[config.mk]
export PLATFORM = sky130hd
export DESIGN_NAME = sgi_dispatch
export DESIGN_NICKNAME = d
export VERILOG_FILES = /design/src/rtl/sgi_disp_pkg.sv /design/src/rtl/sgi_core_match.sv /design/src/rtl/sgi_pend_bank.sv /design/src/rtl/sgi_dispatch.sv
export SDC_FILE = /design/constraint.sdc
export NUM_CORES = 1
export LEC_CHECK = 0
export ABC_AREA = 1
export CORE_AREA = 2 2 180 182
export CTS_BUF_LIST = sky130_fd_sc_hd__clkbuf_8
export DETAILED_ROUTE_END_ITERATION = 8
export DIE_AREA = 0 0 182 184
export DONT_BUFFER_PORTS = 1
export PLACE_DENSITY = 0.45
export SYNTH_ARGS = -nofsm -noshare
export SYNTH_HDL_FRONTEND = slang
export SYNTH_SLANG_ARGS = --single-unit
[constraint.sdc]
create_clock -name clk -period 3.1 [get_ports clk]
set_clock_uncertainty 0.05 [all_clocks]
set_input_delay 0.31 -clock clk [delete_from_list [all_inputs] [get_ports clk]]
set_output_delay 0.31 -clock clk [all_outputs]
set_load 0.05 [all_outputs]
[src/rtl/sgi_disp_pkg.sv]
package sgi_disp_pkg;

    localparam int TLIST_W    = 16;
    localparam int TL_IW      = $clog2(TLIST_W);
    localparam int AFF_W      = 8;
    localparam int CORE_AFF_W = 4 * AFF_W;
    localparam int SGI_ID_W   = 4;
    localparam int SGI_NUM    = 1 << SGI_ID_W;

    typedef enum logic {
        ST_IDLE = 1'b0,
        ST_SCAN = 1'b1
    } scan_st_e;

    // Decoded request held for the duration of a scan
    typedef struct packed {
        logic [SGI_ID_W-1:0] sgi;
        logic                bcast;
        logic [TLIST_W-1:0]  tlist;
        logic [AFF_W-1:0]    aff3;
        logic [AFF_W-1:0]    aff2;
        logic [AFF_W-1:0]    aff1;
    } sgi_req_t;

endpackage

[src/rtl/sgi_core_match.sv]
module sgi_core_match
    import sgi_disp_pkg::*;
#(
    parameter int IDX_W = 3
) (
    input  logic                  bcast,
    input  logic [TLIST_W-1:0]    tlist,
    input  logic [AFF_W-1:0]      aff3,
    input  logic [AFF_W-1:0]      aff2,
    input  logic [AFF_W-1:0]      aff1,
    input  logic [CORE_AFF_W-1:0] aff,
    input  logic [IDX_W-1:0]      core_idx,
    input  logic [IDX_W-1:0]      src_idx,
    output logic                  hit,
    output logic [TLIST_W-1:0]    consume
);
    logic [AFF_W-1:0]   a0;
    logic [TLIST_W-1:0] tbit;
    logic               upper_eq;
    logic               tgt_hit;

    always_comb begin
        a0       = aff[AFF_W-1:0];
        tbit     = '0;
        if (a0 < AFF_W'(TLIST_W)) begin
            tbit = TLIST_W'(1) << a0[TL_IW-1:0];
        end
        upper_eq = (aff[4*AFF_W-1:3*AFF_W] == aff3) &&
                   (aff[3*AFF_W-1:2*AFF_W] == aff2) &&
                   (aff[2*AFF_W-1:AFF_W]   == aff1);
        tgt_hit  = upper_eq && ((tlist & tbit) != '0);
        hit      = bcast ? (core_idx != src_idx) : tgt_hit;
        consume  = (!bcast && tgt_hit) ? tbit : '0;
    end

endmodule

[src/rtl/sgi_pend_bank.sv]
module sgi_pend_bank
    import sgi_disp_pkg::*;
#(
    parameter int N_CORES = 8,
    parameter int IDX_W   = 3
) (
    input  logic                       clk,
    input  logic                       rst_n,
    input  logic                       set_en,
    input  logic [IDX_W-1:0]           set_core,
    input  logic [SGI_ID_W-1:0]        set_sgi,
    input  logic                       clr_en,
    input  logic [IDX_W-1:0]           clr_core,
    input  logic [SGI_ID_W-1:0]        clr_sgi,
    output logic [N_CORES*SGI_NUM-1:0] pend
);
    for (genvar g = 0; g < N_CORES; g++) begin : g_row
        logic [SGI_NUM-1:0] row_d, row_q;

        // A set arriving in the same cycle as a clear of the same bit wins
        always_comb begin
            row_d = row_q;
            if (clr_en && (clr_core == IDX_W'(g))) row_d[clr_sgi] = 1'b0;
            if (set_en && (set_core == IDX_W'(g))) row_d[set_sgi] = 1'b1;
        end

        always_ff @(posedge clk) begin
            if (!rst_n) row_q <= '0;
            else        row_q <= row_d;
        end

        assign pend[g*SGI_NUM +: SGI_NUM] = row_q;
    end

endmodule

[src/rtl/sgi_dispatch.sv]
module sgi_dispatch
    import sgi_disp_pkg::*;
#(
    parameter  int N_CORES = 8,
    localparam int IDX_W   = (N_CORES > 1) ? $clog2(N_CORES) : 1
) (
    input  logic                          clk,
    input  logic                          rst_n,
    input  logic                          req_valid,
    output logic                          req_ready,
    input  logic [63:0]                   req_word,
    input  logic [IDX_W-1:0]              req_core,
    input  logic [N_CORES*CORE_AFF_W-1:0] core_aff,
    input  logic                          clr_valid,
    input  logic [IDX_W-1:0]              clr_core,
    input  logic [SGI_ID_W-1:0]           clr_sgi,
    output logic [N_CORES*SGI_NUM-1:0]    pend_o,
    output logic                          done_o,
    output logic                          upd_o,
    output logic                          wake_o
);
    localparam logic [IDX_W-1:0] LAST_IDX = IDX_W'(N_CORES - 1);

    typedef struct packed {
        scan_st_e         st;
        logic [IDX_W-1:0] idx;
        logic [IDX_W-1:0] src;
        sgi_req_t         req;
        logic             hit;
        logic             done;
        logic             upd;
        logic             wake;
    } ctl_t;

    localparam ctl_t CTL_RST = '{st: ST_IDLE, idx: '0, src: '0, req: '0,
                                 hit: 1'b0, done: 1'b0, upd: 1'b0, wake: 1'b0};

    ctl_t                  d, q;
    sgi_req_t              in_req;
    logic [CORE_AFF_W-1:0] sel_aff;
    logic                  m_hit;
    logic [TLIST_W-1:0]    m_consume;
    logic                  set_en;
    logic                  unused_word_bits;

    // Request word field split; remaining bits carry no meaning here
    always_comb begin
        in_req.tlist = req_word[15:0];
        in_req.aff1  = req_word[23:16];
        in_req.sgi   = req_word[27:24];
        in_req.aff2  = req_word[39:32];
        in_req.bcast = req_word[40];
        in_req.aff3  = req_word[55:48];
    end
    assign unused_word_bits = ^{req_word[31:28], req_word[47:41], req_word[63:56]};

    assign sel_aff = core_aff[q.idx*CORE_AFF_W +: CORE_AFF_W];

    sgi_core_match #(.IDX_W(IDX_W)) u_match (
        .bcast    (q.req.bcast),
        .tlist    (q.req.tlist),
        .aff3     (q.req.aff3),
        .aff2     (q.req.aff2),
        .aff1     (q.req.aff1),
        .aff      (sel_aff),
        .core_idx (q.idx),
        .src_idx  (q.src),
        .hit      (m_hit),
        .consume  (m_consume)
    );

    always_comb begin
        d      = q;
        d.done = 1'b0;
        d.upd  = 1'b0;
        d.wake = q.upd;
        set_en = 1'b0;
        unique case (q.st)
            ST_IDLE: begin
                if (req_valid) begin
                    d.st  = ST_SCAN;
                    d.idx = '0;
                    d.src = req_core;
                    d.req = in_req;
                    d.hit = 1'b0;
                end
            end
            ST_SCAN: begin
                set_en      = m_hit;
                d.req.tlist = q.req.tlist & ~m_consume;
                d.hit       = q.hit | m_hit;
                if ((q.idx == LAST_IDX) || (!q.req.bcast && (d.req.tlist == '0))) begin
                    d.st   = ST_IDLE;
                    d.done = 1'b1;
                    d.upd  = q.hit | m_hit;
                end else begin
                    d.idx = q.idx + 1'b1;
                end
            end
            default: d = CTL_RST;
        endcase
    end

    always_ff @(posedge clk) begin
        if (!rst_n) q <= CTL_RST;
        else        q <= d;
    end

    sgi_pend_bank #(.N_CORES(N_CORES), .IDX_W(IDX_W)) u_pend (
        .clk      (clk),
        .rst_n    (rst_n),
        .set_en   (set_en),
        .set_core (q.idx),
        .set_sgi  (q.req.sgi),
        .clr_en   (clr_valid),
        .clr_core (clr_core),
        .clr_sgi  (clr_sgi),
        .pend     (pend_o)
    );

    assign req_ready = (q.st == ST_IDLE);
    assign done_o    = q.done;
    assign upd_o     = q.upd;
    assign wake_o    = q.wake;

endmodule

==> results.ini <==
[drt]
dr.pass1.iters = 5
drc = 0
wl_met2_mm = 19.94
viasPerCell = 5.269
met1_length_mm = 18.19
vias = 11350
routed_wl_mm = 42.08
drt_iter0_drc = 787
ant_nets = 0
wl_met3_mm = 3.312
top_layer_used = met5
wl_per_cell_um = 19.54

[cells_and_area]
nNetsFinal = 2077
final_common_cell = nand2_1
drive_gt1_share_pct = 13.49
final_cell_mix = nand2_1, nor2_1, o21ai_0, dfxtp_1, a21oi_1
instances_no_fill = 2154
syn2layout_area_growth_pct = 24.22

[worst_setup_path]
cp.buffers_inverters = 3
cpMostUsedCell = nor2_1
cp-start-kind = flip-flop
startpoint = q[52]
path_cells = buf_4, clkbuf_16, nor2_1, nor2_1, o21ai_1, o211ai_1, o21ai_1, xnor2_1, nor2_1, nand3_2, nor2_4, buf_6, nand3_1, nand2_1, nand4_1, nor2_2, nand2_2, nand3_4, nand3_1, a21oi_1
max_stage_delay_ns = 0.47
end_kind = flip-flop
cpLargestDelayFamily = simple AND/OR/NAND/NOR gates
cp_slowest_cell = dfxtp_4
arrival_ns = 3.61
crit_path_max_fanout = 7
path_class = reg2reg
regToRegStartpoint = q[52]
required_ns = 3.45

[logic_synthesis]
ys_seq_area_share_pct = 35.72
synth_cell_types = 35
synth-seq-cells = 184
ys.flop_type = dfxtp_1
async_flop_share_pct = 0
synthesis.nets = 1991
synth_edf_count = 0
syn-instance-count = 1651
syn_avg_cell_area_sq_um = 6.246
yosysWarningCount = 0
syn_area_sq_um = 10310

[clock_tree]
clkSinkCount = 184
htreeDepth = 4
cts.clk_slew.worst_paths_ns = 0.11
cts_tree = yes
cts_made_buffers = 17
clk_latency_ns = 0.49
cts_root_buf = clkbuf_8
cts_buffer_depth = 2

[global_route]
antenna_found_initial = 7
first_global_vias = 10490
grt_pass1_wl_mm = 61.78
grt_usage_pct = 23.75
grt_max_degree = 71
gr-total-overflow = 0

[power]
ir_drop_mv = 0.2413
p_leak_nw = 4.871
power_density_nw_per_um2 = 424.1

[floorplan]
start_util_pct = 32.85
core_sq_um = 31390
die-width_um = 182
row_count = 65
ios = 466
die_h_um = 184
dieArea_sq_um = 33490

[run_status]
status = finished with violations
violations = setup timing

[worst_hold_path]
hold_class = in2reg
min_from = req_valid

[run]
maxCapViolations = 0

[sta]
rsz0062_at_grt = yes
timing.final.hold_violations = 0
max_freq_mhz = 306.8
slew_headroom_pct = 39.16
fin_ws_ns = -0.1595
holdWs_ns = 0.1802
tightest_slew_ns = 0.9092
period_needed_ns = 3.260
final-setup-viol-count = 134
fin_crit_sh_pct = 105.1
slew_viol_final = 0
setup_tns_ns = -9.113

[place]
post-dp-hpwl_mm = 30.06
io_buffers = 0
dp_cells = 2050
gp_congestion = 0.8501

-- worst reg2reg max path, cell delays in order (launching register included) --
cell and delay, ns:
dfxtp_4 0.47, buf_4 0.18, clkbuf_16 0.16, nor2_1 0.05
nor2_1 0.22, o21ai_1 0.11, o211ai_1 0.09, o21ai_1 0.12
xnor2_1 0.14, nor2_1 0.13, nand3_2 0.13, nor2_4 0.22
buf_6 0.17, nand3_1 0.12, nand2_1 0.08, nand4_1 0.16
nor2_2 0.15, nand2_2 0.10, nand3_4 0.09, nand3_1 0.07
a21oi_1 0.16
-- logic make-up after synthesis --
family                   after synthesis  share of synthesized area [%]
XOR/XNOR                               9                         0.7644
flip-flops                           184                          35.72
AO/OA/AOI/OAI                        452                          22.28
adder cells (fa/ha/maj)                6                         0.7280
AND/OR/NAND/NOR                      833                          33.16
buffers and inverters                167                          7.353
-- stage by stage --
stage	area, sq um	power (mW)	utilization, %	setup slack (ns)
floorplan	10310	3.259	-	0.3912
detailed placement	11260	3.595	35.88	-0.1976
global placement	11260	3.588	35.88	-0.2126
finish	12810	5.432	40.81	-0.1595
global route	12810	5.757	40.81	-0.4068
CTS	12350	5.407	39.34	-0.1161
-- cell usage after synthesis, drive strengths merged, types with 6 or more instances --
master | instances | area (sq um)
nand2 | 405 | 1538
nor2 | 316 | 1241
o21ai | 283 | 1420
dfxtp | 184 | 3684
a21oi | 147 | 735.7
nand3 | 74 | 375.4
inv | 68 | 255.2
buf | 52 | 326.6
clkbuf | 45 | 168.9
nand4 | 18 | 112.6
a31oi | 16 | 100.1
nand3b | 10 | 75.07
xnor2 | 8 | 70.07
ha | 6 | 75.07
nor3 | 6 | 52.55
-- final timing paths --
| check | endpoint | slack (ns) | cells after the start |
|---|---|---|---|
| setup reg to reg | q[53] | -0.16 | 20 |
| hold / removal | q[34] | 0.18 | 4 |
| setup / recovery | q[53] | -0.16 | 20 |
| hold reg to reg | q[9] | 0.43 | 2 |
-- what timing repair did --
action / in CTS / in global routing
cloned: 2 / 5
buffers inserted: 1 / 13
hold buffers: 49 / 1
resized for setup: 34 / 77
endpoints found under the hold margin: 52 / 3
endpoints found under the setup margin: 134 / 136
pin swaps: 3 / 17
-- sequential cells by signal, indices dropped and copies added (netlist names) --
signal              count
u_pend.g_row.row_q    128
done_o                  1
wake_o                  1
upd_o                   1
q                      53
-- power breakdown --
| group | switching (mW) | leakage [nW] | total, mW | internal [mW] |
|---|---|---|---|---|
| Sequential | 0.0516 | 1.49 | 2.47 | 2.42 |
| Combinational | 0.774 | 3.17 | 1.28 | 0.508 |
| Clock | 1.06 | 0.209 | 1.68 | 0.621 |
-- area by class of cell --
class	count	area (sq um)
diodes	2	5.005
clock buffers	17	234.0
clock inverters	15	178.9
fillers	3451	18580
inverters	70	280.3
multi-input cells	1300	6171
flip-flops and latches	184	3690
well taps	402	503.0
repair buffers	164	1748
-- per-layer routing --
metal / track usage, % / vias up
met3: 6.220 / 39
met5: 0 / -
met2: 40.24 / 435
met4: 4.871 / 6
li1: - / 5617
met1: 30.44 / 5252
(Power assumes the default switching activity.)
